### config.mk
export PLATFORM = sky130hd
export DESIGN_NAME = dbl2int_conv
export DESIGN_NICKNAME = d
export VERILOG_FILES = /design/src/rtl/dbl2int_pkg.sv /design/src/rtl/dbl2int_unpack.sv /design/src/rtl/dbl2int_round.sv /design/src/rtl/dbl2int_pack.sv /design/src/rtl/dbl2int_conv.sv
export SDC_FILE = /design/constraint.sdc
export NUM_CORES = 1
export LEC_CHECK = 0
export ABC_AREA = 0
export BUFFER_PORTS_ARGS = -buffer_cell sky130_fd_sc_hd__buf_2
export CORE_MARGIN = 2
export CORE_UTILIZATION = 53
export CTS_CLUSTER_DIAMETER = 60
export CTS_CLUSTER_SIZE = 12
export DETAILED_ROUTE_END_ITERATION = 7
export MAX_ROUTING_LAYER = met4
export PLACE_DENSITY = 0.72
export SKIP_CTS_REPAIR_TIMING = 1
export SLEW_MARGIN = 20
export SYNTH_ARGS = -nofsm -noshare
export SYNTH_HDL_FRONTEND = slang
export SYNTH_SLANG_ARGS = --single-unit
### constraint.sdc
create_clock -name clk -period 8.8 [get_ports clk]
set_input_delay 1.76 -clock clk [delete_from_list [all_inputs] [get_ports clk]]
set_output_delay 1.76 -clock clk [all_outputs]
set_load 0.02 [all_outputs]
### src/rtl/dbl2int_pkg.sv
package dbl2int_pkg;

    typedef enum logic [1:0] {
        RM_NEAREST = 2'd0,
        RM_TRUNC   = 2'd1,
        RM_CEIL    = 2'd2,
        RM_FLOOR   = 2'd3
    } rmode_e;

endpackage

### src/rtl/dbl2int_unpack.sv
// Classifies the operand and aligns the significand into a fixed-point
// window: integer magnitude, one guard bit and an OR of all lower bits.
module dbl2int_unpack #(
    parameter int EXP_W = 11,
    parameter int MAN_W = 52,
    parameter int INT_W = 64
) (
    input  logic [EXP_W+MAN_W:0] op,
    output logic                 sign,
    output logic                 special,
    output logic                 too_big,
    output logic [INT_W-1:0]     mag,
    output logic                 guard,
    output logic                 sticky
);
    localparam int BIAS      = (1 << (EXP_W - 1)) - 1;
    localparam int FIX_W     = 2 * INT_W;
    localparam int SH_W      = $clog2(FIX_W) + 1;
    localparam int SHIFT_OFS = INT_W - MAN_W;

    logic [EXP_W-1:0] ef;
    logic [MAN_W-1:0] mf;
    int               unb;
    logic [SH_W-1:0]  sh;
    logic [FIX_W-1:0] fixed;

    always_comb begin
        sign    = op[EXP_W+MAN_W];
        ef      = op[EXP_W+MAN_W-1:MAN_W];
        mf      = op[MAN_W-1:0];
        unb     = int'(ef) - BIAS;
        special = 1'b0;
        too_big = 1'b0;
        mag     = '0;
        guard   = 1'b0;
        sticky  = 1'b0;
        sh      = '0;
        fixed   = '0;
        if (&ef) begin
            special = 1'b1;
        end else if (ef == '0) begin
            sticky = |mf;                   // subnormal: below one half
        end else if (unb < -1) begin
            sticky = 1'b1;                  // below one half, nonzero
        end else if (unb >= INT_W) begin
            too_big = 1'b1;
        end else begin
            // leading one lands at bit INT_W+unb of the window
            sh     = SH_W'(unb + SHIFT_OFS);
            fixed  = {{(FIX_W-MAN_W-1){1'b0}}, 1'b1, mf} << sh;
            mag    = fixed[FIX_W-1:INT_W];
            guard  = fixed[INT_W-1];
            sticky = |fixed[INT_W-2:0];
        end
    end
endmodule

### src/rtl/dbl2int_round.sv
// Chooses the rounding increment from mode, sign, guard and sticky.
module dbl2int_round #(
    parameter int INT_W = 64
) (
    input  logic [1:0]       rm,
    input  logic             sign,
    input  logic [INT_W-1:0] mag,
    input  logic             guard,
    input  logic             sticky,
    output logic [INT_W:0]   rounded
);
    import dbl2int_pkg::*;

    logic inc;
    logic inexact;

    always_comb begin
        inexact = guard | sticky;
        case (rmode_e'(rm))
            RM_NEAREST: inc = guard & (sticky | mag[0]);
            RM_TRUNC:   inc = 1'b0;
            RM_CEIL:    inc = ~sign & inexact;
            RM_FLOOR:   inc = sign & inexact;
            default:    inc = 1'b0;
        endcase
        rounded = {1'b0, mag} + (INT_W+1)'(inc);
    end
endmodule

### src/rtl/dbl2int_pack.sv
// Range check against the selected width, negation and saturation.
module dbl2int_pack #(
    parameter int INT_W = 64
) (
    input  logic             sign,
    input  logic             special,
    input  logic             too_big,
    input  logic             narrow,
    input  logic [INT_W:0]   rounded,
    output logic [INT_W-1:0] result,
    output logic             invalid
);
    localparam int HALF = INT_W / 2;

    logic [INT_W:0]   lim_pos;
    logic             over;
    logic [INT_W-1:0] twos;

    always_comb begin
        lim_pos = '0;
        if (narrow) lim_pos[HALF-2:0]  = '1;
        else        lim_pos[INT_W-2:0] = '1;
        over    = sign ? (rounded > lim_pos + (INT_W+1)'(1)) : (rounded > lim_pos);
        twos    = sign ? (~rounded[INT_W-1:0] + INT_W'(1)) : rounded[INT_W-1:0];
        invalid = special | too_big | over;
        if (invalid)     result = lim_pos[INT_W-1:0];
        else if (narrow) result = {{HALF{1'b0}}, twos[HALF-1:0]};
        else             result = twos;
    end
endmodule

### src/rtl/dbl2int_conv.sv
module dbl2int_conv #(
    parameter int EXP_W = 11,
    parameter int MAN_W = 52,
    parameter int INT_W = 64
) (
    input  logic                 clk,
    input  logic                 rst_n,
    input  logic                 in_valid,
    input  logic [EXP_W+MAN_W:0] in_op,
    input  logic                 in_narrow,
    input  logic [1:0]           in_rm,
    output logic                 out_valid,
    output logic [INT_W-1:0]     out_result,
    output logic                 out_invalid
);
    typedef struct packed {
        logic             vld;
        logic             sign;
        logic             special;
        logic             too_big;
        logic             narrow;
        logic [1:0]       rm;
        logic [INT_W-1:0] mag;
        logic             guard;
        logic             sticky;
    } align_t;

    typedef struct packed {
        logic             vld;
        logic [INT_W-1:0] res;
        logic             inv;
    } final_t;

    align_t a_d, a_q;
    final_t b_d, b_q;

    logic             u_sign, u_special, u_too_big, u_guard, u_sticky;
    logic [INT_W-1:0] u_mag;
    logic [INT_W:0]   r_rounded;
    logic [INT_W-1:0] p_result;
    logic             p_invalid;

    dbl2int_unpack #(.EXP_W(EXP_W), .MAN_W(MAN_W), .INT_W(INT_W)) u_unpack (
        .op(in_op), .sign(u_sign), .special(u_special), .too_big(u_too_big),
        .mag(u_mag), .guard(u_guard), .sticky(u_sticky)
    );

    dbl2int_round #(.INT_W(INT_W)) u_round (
        .rm(a_q.rm), .sign(a_q.sign), .mag(a_q.mag), .guard(a_q.guard),
        .sticky(a_q.sticky), .rounded(r_rounded)
    );

    dbl2int_pack #(.INT_W(INT_W)) u_pack (
        .sign(a_q.sign), .special(a_q.special), .too_big(a_q.too_big),
        .narrow(a_q.narrow), .rounded(r_rounded), .result(p_result),
        .invalid(p_invalid)
    );

    always_comb begin
        a_d     = a_q;
        a_d.vld = in_valid;
        if (in_valid) begin
            a_d.sign    = u_sign;
            a_d.special = u_special;
            a_d.too_big = u_too_big;
            a_d.narrow  = in_narrow;
            a_d.rm      = in_rm;
            a_d.mag     = u_mag;
            a_d.guard   = u_guard;
            a_d.sticky  = u_sticky;
        end
        b_d     = b_q;
        b_d.vld = a_q.vld;
        if (a_q.vld) begin
            b_d.res = p_result;
            b_d.inv = p_invalid;
        end
    end

    always_ff @(posedge clk) begin
        if (!rst_n) begin
            a_q <= '0;
            b_q <= '0;
        end else begin
            a_q <= a_d;
            b_q <= b_d;
        end
    end

    assign out_valid   = b_q.vld;
    assign out_result  = b_q.res;
    assign out_invalid = b_q.inv;
endmodule

; Yosys cells after proc, flatten, opt, wreduce, memory -nomap -nowiden
; Cells that the tools add are included.
; W data, S select, Z words.
[totals]
word_cells = 62
regBits = 139
[classes]
shifts = 1
bitwise_logic = 9
magnitude_cmp = 4
reduce_logical = 5
add_sub_neg = 5
eq_ne = 3
mux = 23
[op_table]
columns = op, n
row1 = $mux W64, 7
row2 = $shl A53 B8 Y128, 1
row3 = $add A64 B1 Y65, 1
row4 = $gt A65 B63 Y1, 1
row5 = $gt A65 B65 Y1, 1
row6 = $add A63 B1 Y64 const B, 1
row7 = $add A64 B1 Y64 const B, 1
row8 = $not A64 Y64, 1
row9 = $reduce_or A63 Y1, 1
row10 = $reduce_or A52 Y1, 1
row11 = $mux W32, 1
row12 = $mux W1, 14
row13 = $ge A12 B8 Y1 const B, 1
row14 = $lt A12 B1 Y1 const B, 1
row15 = $sub A11 B10 Y12 const B, 1
row16 = $logic_not A11 Y1, 1
row17 = $reduce_and A11 Y1, 1
row18 = $add A8 B5 Y8 const B, 1
row19 = $eq A2 B2 Y1 const B, 2
row20 = $or A1 B1 Y1, 4
row21 = $pmux W1 S4, 1
row22 = $and A1 B1 Y1, 3
row23 = $eq A2 B1 Y1 const B, 1
row24 = $logic_not A2 Y1, 1
row25 = $not A1 Y1, 1

; Logic depth before layout (Yosys ltp)
; Gate-level depths: netlist of the first run.
[depth]
ltp_word = 9
mapped_depth = 30
ltp_nobuf = 23

; Hierarchy
; Synthesis of the first run repeated with hierarchy kept, for this count alone.
[hier_totals]
hier_cells = 1971
hier_area_um2 = 15972.8
[by_module_without_submodules]
columns = mod, cells_each, area_per_inst_um2, n_inst
row1 = dbl2int_unpack, 891, 6396.1, 1
row2 = dbl2int_conv, 446, 5291.3, 1
row3 = dbl2int_pack, 398, 2723.9, 1
row4 = dbl2int_round, 236, 1561.5, 1

; Worst setup path before layout of the first run
; OpenSTA, ideal clock, no wires.
[synth_path]
path_kind = flip-flop to flip-flop
from = register a_q[71] in the netlist's numbering
to = register b_q, in the netlist out_result[63]
period_less_slack_ns = 6.421
setup_slack_ns = 2.379
arrival_time_ns = 6.304
n_path_buf = 7
required_ns = 8.683
stages_incl_launch_ff = 29
setup_time_ns = 0.117
cell_sequence = dfxtp_1 > clkbuf_1 > clkbuf_1 > clkbuf_1 > nand2_1 > a211oi_1 > ha_1 > buf_2 > nand2_1 > or4_1 > buf_2 > nor4_1 > or4b_1 > nor2_1 > nand3_1 > xnor2_1 > ha_1 > nand4_1 > nor4_1 > nand3_1 > or4_1 > nor4_1 > nand4_1 > o31ai_1 > a31o_1 > a21oi_2 > buf_4 > buf_4 > a32o_1
[synth_between]
elab_chain_len = 9
[synth_lines]
columns = item, line
row1 = from (decl), dbl2int_conv.sv:34  ; align_t a_d, a_q;
row2 = from (signal assigned), dbl2int_conv.sv:82  ; a_q <= '0;
row3 = from (signal assigned), dbl2int_conv.sv:85  ; a_q <= a_d;
row4 = $not A1 Y1, dbl2int_round.sv:22  ; RM_CEIL: inc = ~sign & inexact;
row5 = $and A1 B1 Y1, dbl2int_round.sv:22
row6 = $pmux W1 S4, dbl2int_round.sv:19  ; case (rmode_e'(rm))
row7 = $add A64 B1 Y65, dbl2int_round.sv:26  ; rounded = {1'b0, mag} + (INT_W+1)'(inc);
row8 = $not A64 Y64, dbl2int_pack.sv:24  ; twos = sign ? (~rounded[INT_W-1:0] + INT_W'(1)) : rounded[INT_W-1:0];
row9 = $add A64 B1 Y64, dbl2int_pack.sv:24
row10 = $mux W64, dbl2int_pack.sv:24
row11 = $mux W64, dbl2int_pack.sv:27  ; else if (narrow) result = {{HALF{1'b0}}, twos[HALF-1:0]};
row12 = $mux W64 (*), dbl2int_pack.sv:26  ; if (invalid) result = lim_pos[INT_W-1:0];
row13 = to (signal assigned), dbl2int_conv.sv:83  ; b_q <= '0;
row14 = to (signal assigned), dbl2int_conv.sv:86  ; b_q <= b_d;
row15 = to (decl), dbl2int_conv.sv:35  ; final_t b_d, b_q;
; Mark *: on every way between the ends. The rest lies on a longest branch, timed or not.
; A chain may end at the register's enable or synchronous reset.

; Worst setup path after layout of the first run
[layout_path]
from = register a_q[67] in the netlist's numbering
to = register b_q, in the netlist out_result[23]
[layout_between]
elab_chain_len = 8
[layout_lines]
columns = item, line
row1 = $eq A2 B2 Y1 (tied with other cells), dbl2int_round.sv:19
row2 = $pmux W1 S4 (*), dbl2int_round.sv:19
row3 = $add A64 B1 Y65 (*), dbl2int_round.sv:26
row4 = $not A64 Y64, dbl2int_pack.sv:24
row5 = $add A64 B1 Y64, dbl2int_pack.sv:24
row6 = $mux W64, dbl2int_pack.sv:24
row7 = $mux W64, dbl2int_pack.sv:27
row8 = $mux W64 (*), dbl2int_pack.sv:26
; Marked as above.

==> flow_summary.json, run 1 <==
{
  "finalSetupViolCount": 0,
  "clk_pin_slew_ns": 0.07,
  "cp_max_fo": 32,
  "synth-seq-cells": 139,
  "vias": 15500,
  "fmax_mhz": 131,
  "synth_cell_types": 78,
  "nNetsFinal": 2063,
  "drv_cap": 0,
  "start_util_pct": 53.8,
  "root_buffer": "clkbuf_16",
  "status": "complete, no violations",
  "finalNonFillerCells": 2306,
  "synthTopCellsByCount": "nand2_1 (194), dfxtp_1 (139), nor2_1 (134), o21ai_0 (130), clkbuf_1 (118)",
  "syn-num-nets": 2051,
  "holdWs_ns": 0.476,
  "cp-end-kind": "flop",
  "relSlewSlack_pct": 32.3,
  "worst-setup-path-type": "flop to flop",
  "ir_drop_uv": 142,
  "gr-usage-all-layers_pct": 37.0,
  "worstPathRequired_ns": 9.05,
  "yosys.cell_count.top_type": "nand2_1",
  "drt-total-wl_mm": 52.5,
  "die_area_um2": 28600,
  "utilization_pct": 58.8,
  "finClkSkew_ns": 0.0172,
  "clkLatencyLatePin_ns": 0.44,
  "worstPathCellList": "nand2_1 > o22ai_1 > a211oi_1 > ha_1 > nand2_1 > or4_1 > nor4_1 > or4b_1 > nor2_1 > nand3_1 > xnor2_1 > ha_1 > nand4_1 > nor4_1 > nand3_1 > or4b_1 > nor3_1 > nand4_1 > a31o_1 > a21oi_4 > buf_4 > a31oi_1",
  "gp_congestion": 1.07,
  "antenna_left": 0,
  "grt_max_degree": 78,
  "cp_top_family": "simple AND/OR/NAND/NOR gates",
  "period_minus_slack_ns": 7.64,
  "yosysSeqAreaShare_pct": 19.2,
  "fill_cells": 2598,
  "fin_crit_sh_pct": 86.9,
  "powerDensity_nw_per_um2": 161,
  "clockBufferDepth": 2,
  "cts_buffers": 17,
  "synth-main-ff-cell": "dfxtp_1",
  "cts_tree": "built",
  "power.total_mw": 2.54,
  "synth_area_leader_cell": "dfxtp_1",
  "portBuffers": 135,
  "drive_above_1_share_pct": 14.8,
  "synth_edf_count": 0,
  "p_leak_nw": 6.53,
  "yosysWarningCount": 0,
  "drc": 0,
  "avgSynthCellArea_um2": 7.47,
  "dpl_cell_area_um2": 15200,
  "firstDrtPassIters": 6,
  "pre_cts_slack_ns": 1.36,
  "netlist_instances": 1938,
  "place_inst": 2272,
  "core_um2": 26900,
  "crit_slowest_cell": "nor4_1",
  "wire_per_inst_um": 22.8,
  "rsz0062_at_grt": "false",
  "die_h_um": 169,
  "cp-start-kind": "flop",
  "worst_pin_slew_ns": 1.02,
  "num_io_pins": 136,
  "row_count": 60,
  "fin_ws_ns": 1.16,
  "max_stage_delay_ns": 0.73,
  "final_max_slew_viol_count": 0,
  "timing.critical_path.buf_inv": 1,
  "synthTopCellsByArea": "dfxtp_1 (19%), mux2i_1 (6.6%), xnor2_1 (5.3%), nand2_1 (5.0%), o21ai_0 (4.5%)",
  "grt_pass1_wl_mm": 81.1,
  "dp_hpwl_mm": 40.7,
  "viasPerCell": 6.70,
  "min_path_type": "flop to flop",
  "grt_overflow": 0,
  "cp.arrival_ns": 7.90,
  "grt_pass1_vias": 14000,
  "synthesis.area_um2": 14500,
  "areaGrowthSynthToFinish_pct": 9.19,
  "drtIter0Drc": 1619,
  "hold_viol_final": 0,
  "fin_setup_tns_ns": 0,
  "fin_area_um2": 15800,
  "die_w_um": 169,
  "yosys.area.top_type_share_pct": 19.2,
  "cts_max_level": 4,
  "clock_sink_count": 139,
  "ys_async_sr_fraction_pct": 0,
  "grt_antenna_before_repair": 2
}
cell type report:
type	instances	area [um2]	area share [%]
tap	341	427	2.70
timing repair buffer	157	841	5.32
clock inverter	14	155	0.982
inverter	52	195	1.24
multi-input combinational	1583	11000	69.3
sequential	139	2790	17.6
clock buffer	18	439	2.78
antenna	2	5.00	0.0317
layer usage:
metal,up-vias,global-route usage (%),routed length (um)
met4,0,14.6,2230
met1,7256,48.4,22100
li1,7255,-,-
met3,140,5.53,4370
met5,-,-,0
met2,808,57.6,23800
report_power, final:
group	leakage, nW	switching [mW]	internal [mW]
clock	0.283	0.338	0.410
sequential	1.13	0.0266	0.656
combinational	5.11	0.746	0.362
total	6.53	1.11	1.43
cells by family (layout without fill, tap and decap cells):
| family | Yosys count | in the layout | synth area share (%) |
|---|---|---|---|
| simple gates | 715 | 715 | 25.3 |
| compound gates | 516 | 516 | 23.5 |
| buf+inv | 216 | 241 | 5.92 |
| mux | 168 | 168 | 13.9 |
| xor+xnor | 141 | 141 | 8.53 |
| flops | 139 | 139 | 19.2 |
| fa+ha+maj | 43 | 43 | 3.72 |
| other cells | 0 | 2 | 0 |
final timing paths:
path / startpoint / to / slack (ns) / cells after the start
max reg2reg: a_q[67] / out_result[23] / 1.16 / 22
min: out_result[40] / out_result[40] / 0.48 / 1
min reg2reg: out_result[40] / out_result[40] / 0.48 / 1
max: a_q[67] / out_result[23] / 1.16 / 22
placed cells by master (no fill, tap or decap), types with 26 or more instances in the layout:
cell / count
ha_1: 41
nor2b_1: 69
nor4_1: 52
o22ai_1: 34
dfxtp_1: 137
nor2_1: 133
mux2i_1: 96
a21oi_1: 86
xor2_1: 50
a22o_1: 26
a31oi_1: 49
nor3_1: 38
nand2_1: 194
mux2_2: 51
a22oi_1: 49
buf_2: 135
inv_1: 48
o21ai_0: 130
nand4_1: 59
xnor2_1: 85
nand3_1: 60
state kept, by name (all words and copies together), names as in the netlist:
signal / flops
out_invalid: 1
out_result: 64
a_q: 73
out_valid: 1
(Power assumes the default switching activity.)
==> run 2, diff against run 1 <==
--- a/config.mk
+++ b/config.mk
@@ -7,13 +7,15 @@
 export LEC_CHECK = 0
 export ABC_AREA = 0
 export BUFFER_PORTS_ARGS = -buffer_cell sky130_fd_sc_hd__buf_2
+export CELL_PAD_IN_SITES_DETAIL_PLACEMENT = 0
+export CELL_PAD_IN_SITES_GLOBAL_PLACEMENT = 1
 export CORE_MARGIN = 2
-export CORE_UTILIZATION = 53
+export CORE_UTILIZATION = 45
 export CTS_CLUSTER_DIAMETER = 60
 export CTS_CLUSTER_SIZE = 12
 export DETAILED_ROUTE_END_ITERATION = 7
 export MAX_ROUTING_LAYER = met4
-export PLACE_DENSITY = 0.72
+export PLACE_DENSITY_LB_ADDON = 0.1
 export SKIP_CTS_REPAIR_TIMING = 1
 export SLEW_MARGIN = 20
 export SYNTH_ARGS = -nofsm -noshare
==> run 2 against run 1 <==
Net effect:
- hold slack got worse by 0.0044 ns
- sequential power hardly changed
- sequential share of layout area decreased by 0.085 points
- clock skew shrank 0.0071 ns
- first-iteration DRC count is 12% lower
- global-route usage is 3.0 points lower
- final cell count grew 2.6%
- die area increased by 17%
- register-to-register slack worse by 0.06 ns
- critical path depth is 1 higher
- via count shrank 1.6%
- wire length rose by 5.5%
- largest cell class unchanged
- highest routed layer unchanged
==> flow_summary.json, run 2 (synthesis results as in run 1) <==
{
  "status": "complete, no violations",
  "clk_pin_slew_ns": 0.07,
  "grt_overflow": 0,
  "cts_tree": "built",
  "viasPerCell": 6.43,
  "utilization_pct": 50.2,
  "cp-start-kind": "flop",
  "row_count": 65,
  "clockBufferDepth": 2,
  "worst-setup-path-type": "flop to flop",
  "gr-usage-all-layers_pct": 34.0,
  "areaGrowthSynthToFinish_pct": 9.72,
  "min_path_type": "flop to flop",
  "worstPathRequired_ns": 9.18,
  "cp_max_fo": 26,
  "regArea_um2": 2790,
  "firstDrtPassIters": 6,
  "drc": 0,
  "ir_drop_uv": 154,
  "num_io_pins": 136,
  "die_h_um": 183,
  "wire_per_inst_um": 23.4,
  "drive_above_1_share_pct": 14.8,
  "die_w_um": 183,
  "drt-total-wl_mm": 55.4,
  "vias": 15200,
  "fin_setup_tns_ns": 0,
  "grt_pass1_vias": 14400,
  "multi_input_area_um2": 11000,
  "drv_cap": 0,
  "cp.arrival_ns": 8.09,
  "largest_register": "a_q",
  "fill_cells": 3247,
  "finalSetupViolCount": 0,
  "p_leak_nw": 6.53,
  "hold_path_startpoint": "out_result[36]",
  "cp-end-kind": "flop",
  "die_area_um2": 33600,
  "fin_area_um2": 15900,
  "antenna_left": 0,
  "finClkSkew_ns": 0.0101,
  "fin_crit_sh_pct": 87.6,
  "start_util_pct": 45.7,
  "dp_hpwl_mm": 43.6,
  "hold_viol_final": 0,
  "grt_antenna_before_repair": 1,
  "final_common_cell": "nand2_1",
  "clock_sink_count": 139,
  "num_antenna_cells": 0,
  "portBuffers": 135,
  "worst_pin_slew_ns": 1.11,
  "cts_max_level": 4,
  "drtIter0Drc": 1422,
  "largest_reg_flops": 73,
  "grt_max_degree": 78,
  "final_max_slew_viol_count": 0,
  "gp_congestion": 1.01,
  "period_minus_slack_ns": 7.71,
  "final_cell_mix": "nand2_1 (194), dfxtp_1 (137), buf_2 (135)",
  "dpl_cell_area_um2": 15300,
  "powerDensity_nw_per_um2": 159,
  "clkLatencyLatePin_ns": 0.44,
  "nNetsFinal": 2065,
  "grt_pass1_wl_mm": 85.9,
  "setup.worst_path.start": "a_q[67]",
  "core_um2": 31600,
  "root_buffer": "clkbuf_16",
  "r2r_start": "a_q[67]",
  "fmax_mhz": 130,
  "cts_buffers": 17,
  "rsz0062_at_grt": "false",
  "relSlewSlack_pct": 25.5
}
-- run 2: cell count changes in the layout (fill, tap and decap cells not counted) --
cell,change
buf_4,+2
bufinv_16,+1
inv_6,-4
clkinv_8,-1
diode_2,-2
clkinvlp_4,+1
clkinv_2,+2
clkbuf_8,+2
inv_8,-3
-- run 2: area by class of cell --
cell class,instances,area share (%)
clock inverter,10,0.741
sequential,139,17.5
clock buffer,20,2.94
tap,402,3.17
timing repair buffer,159,5.39
inverter,52,1.23
multi-input combinational,1583,69.0
-- run 2: layer usage --
metal / track usage [%] / routed length [um] / vias to the layer above
li1: - / - / 7254
met1: 44.4 / 24800 / 7350
met2: 53.7 / 25300 / 514
met3: 4.27 / 3200 / 100
met4: 13.0 / 2100 / 0
met5: - / 0 / -
-- run 2: worst max-delay path: stages (launching register included) --
cell and delay [ns]:
dfxtp_1 0.37, o21a_1 0.14, nor2_1 0.04, a211oi_1 0.18, ha_1 0.44, nand2_1 0.19, or4_1 0.67, nor4_1 0.73
or4b_1 0.54, nor2_1 0.20, nand3_1 0.12, xnor2_1 0.19, ha_1 0.32, nand4_1 0.11, nor4_1 0.71, nand3_1 0.29
or4_1 0.59, nor4_1 0.27, nand4_1 0.16, o31ai_1 0.26, a31o_1 0.22, a21oi_4 0.13, nor3_2 0.55, a221o_1 0.20
-- run 2: final timing paths --
check	cells past startpoint	end	slack [ns]
min reg2reg	1	out_result[36]	0.47
min	1	out_result[36]	0.47
max reg2reg	23	out_result[41]	1.09
max	23	out_result[41]	1.09
-- run 2: power by group --
group          total [mW]  switching (mW)  internal (mW)
sequential          0.684          0.0273          0.656
combinational        1.12           0.757          0.362
clock               0.729           0.292          0.436
-- run 2: metrics by stage --
| stage | power, mW | instances | setup WS [ns] | hold slack (ns) |
|---|---|---|---|---|
| after floorplan | 1.42 | 1938 | 2.38 | 0.492 |
| after global placement | 1.78 | 2335 | 1.51 | 0.456 |
| after detailed placement | 1.79 | 2335 | 1.26 | 0.461 |
| after global routing | 2.64 | 2365 | 0.587 | 0.488 |
| final | 2.53 | 2365 | 1.09 | 0.471 |
| after CTS | 2.51 | 2365 | 1.23 | 0.478 |
==> run 3, diff against run 2 <==
==> constraint.sdc (replaced) <==
create_clock -name clk -period 8.8 [get_ports clk]
set_input_delay 0.44 -clock clk [delete_from_list [all_inputs] [get_ports clk]]
set_output_delay 0.44 -clock clk [all_outputs]
set_load 0.02 [all_outputs]
==> run 3 against run 2 <==
Net effect:
- clock power grew 16%
- combinational power barely moved
- power up 4.2%
- via count shrank 0.26%
- fmax rose by 3.4%
- critical endpoint is now out_result[39]
- largest power group unchanged
==> flow_summary.json, run 3 (synthesis results as in run 1) <==
{
  "cts_max_level": 4,
  "holdWs_ns": 0.266,
  "worst_pin_slew_ns": 1.07,
  "fin_ws_ns": 1.35,
  "finalSetupViolCount": 0,
  "antenna_left": 0,
  "power_switching_mw": 1.07,
  "fin_crit_sh_pct": 84.7,
  "wire_per_inst_um": 23.2,
  "grt_max_degree": 84,
  "place_inst": 2335,
  "grt_pass1_vias": 14000,
  "largest_reg_flops": 73,
  "clock_sink_count": 139,
  "power_frac_clock_pct": 32.1,
  "vias": 15200,
  "swShare_pct": 40.5,
  "cts_tree": "built",
  "portBuffers": 135,
  "die_area_um2": 33600,
  "dp_hpwl_mm": 42.9,
  "clockBufferDepth": 2,
  "drv_cap": 0,
  "grt_overflow": 0,
  "p_comb_share_pct": 42.0,
  "root_buffer": "clkbuf_16",
  "clk_pin_slew_ns": 0.06,
  "ir_drop_uv": 152,
  "gp_congestion": 1.05,
  "p_leak_nw": 6.58,
  "cp_max_fo": 45,
  "fmax_mhz": 134,
  "final_cell_mix": "nand2_1 (194), dfxtp_1 (137), buf_2 (135)",
  "seqPwrFrac_pct": 25.9,
  "drc": 0,
  "grt_pass1_wl_mm": 84.8,
  "utilization_pct": 50.5,
  "drive_above_1_share_pct": 14.8,
  "power.total_mw": 2.64,
  "finClkSkew_ns": 0.0102,
  "final_common_cell": "nand2_1",
  "intPower_mw": 1.57,
  "rsz0062_at_grt": "false",
  "drtIter0Drc": 1607,
  "largest_register": "a_q",
  "final_max_slew_viol_count": 0,
  "fin_setup_tns_ns": 0,
  "dpl_cell_area_um2": 15300,
  "gr-usage-all-layers_pct": 33.5,
  "grt_antenna_before_repair": 1,
  "powerDensity_nw_per_um2": 165,
  "die_h_um": 183,
  "finalNonFillerCells": 2368,
  "relSlewSlack_pct": 28.1,
  "status": "complete, no violations",
  "clkLatencyLatePin_ns": 0.44,
  "min_path_type": "primary input to flop",
  "areaGrowthSynthToFinish_pct": 10.4,
  "cp-end-kind": "flop",
  "core_um2": 31600,
  "cts_buffers": 17,
  "firstDrtPassIters": 8,
  "row_count": 65,
  "worstPathRequired_ns": 9.13,
  "nNetsFinal": 2065,
  "cp-start-kind": "flop",
  "viasPerCell": 6.41,
  "drt-total-wl_mm": 55.0,
  "period_minus_slack_ns": 7.45,
  "hold_viol_final": 0,
  "cp.arrival_ns": 7.78,
  "fin_area_um2": 16000,
  "num_io_pins": 136,
  "start_util_pct": 45.7,
  "pre_cts_slack_ns": 1.48,
  "worst-setup-path-type": "flop to flop",
  "die_w_um": 183
}
## run 3: power by group through the flow
| stage | registers, mW | logic, mW | clock network (mW) |
|---|---|---|---|
| floorplan | 0.709 | 0.712 | 0 |
| global placement | 0.696 | 1.08 | 0 |
| detailed placement | 0.697 | 1.08 | 0 |
| CTS | 0.683 | 1.08 | 0.860 |
| global route | 0.687 | 1.18 | 0.885 |
| finish | 0.684 | 1.11 | 0.847 |
## run 3: critical path, cell delays in order, from the launching register on
cell	delay (ns)
dfxtp_1	0.37
o21a_1	0.14
nor2_1	0.04
a211oi_1	0.22
ha_1	0.45
nand2_1	0.21
or4_1	0.67
nor4_1	0.68
or4b_1	0.55
nor2_1	0.19
nand3_1	0.11
xnor2_1	0.18
ha_1	0.32
nand4_1	0.11
nor4_1	0.57
nand3_1	0.27
or4b_1	0.55
nor3_1	0.14
nand4_1	0.12
a31o_1	0.27
a21oi_4	0.37
buf_4	0.49
nand2_1	0.11
a22o_1	0.19
## run 3: final timing paths
check / depth (start not counted) / slack [ns] / endpoint / from
worst min-delay path: 3 / 0.27 / a_q[68] / in_narrow
worst max-delay path: 23 / 1.35 / out_result[39] / a_q[67]
worst max register to register: 23 / 1.35 / out_result[39] / a_q[67]
worst min register to register: 1 / 0.47 / out_result[39] / out_result[39]
## run 3: area by class of cell
type                            instances  area [um2]
Fill cell                            3192       15700
Multi-Input combinational cell       1583       11000
Sequential cell                       139        2790
Timing Repair Buffer                  159         856
Tap cell                              402         503
Clock buffer                           21         470
Clock inverter                         11         214
Inverter                               52         195
Antenna cell                            1        2.50
## run 3: routing by layer
metal  GRT usage (%)  vias up  share of wire (%)
met5               -        -                  0
met4            13.4        0                3.9
li1                -     7240                  -
met2            52.9      547                 46
met3            4.55      109                5.3
met1            43.3     7283                 45
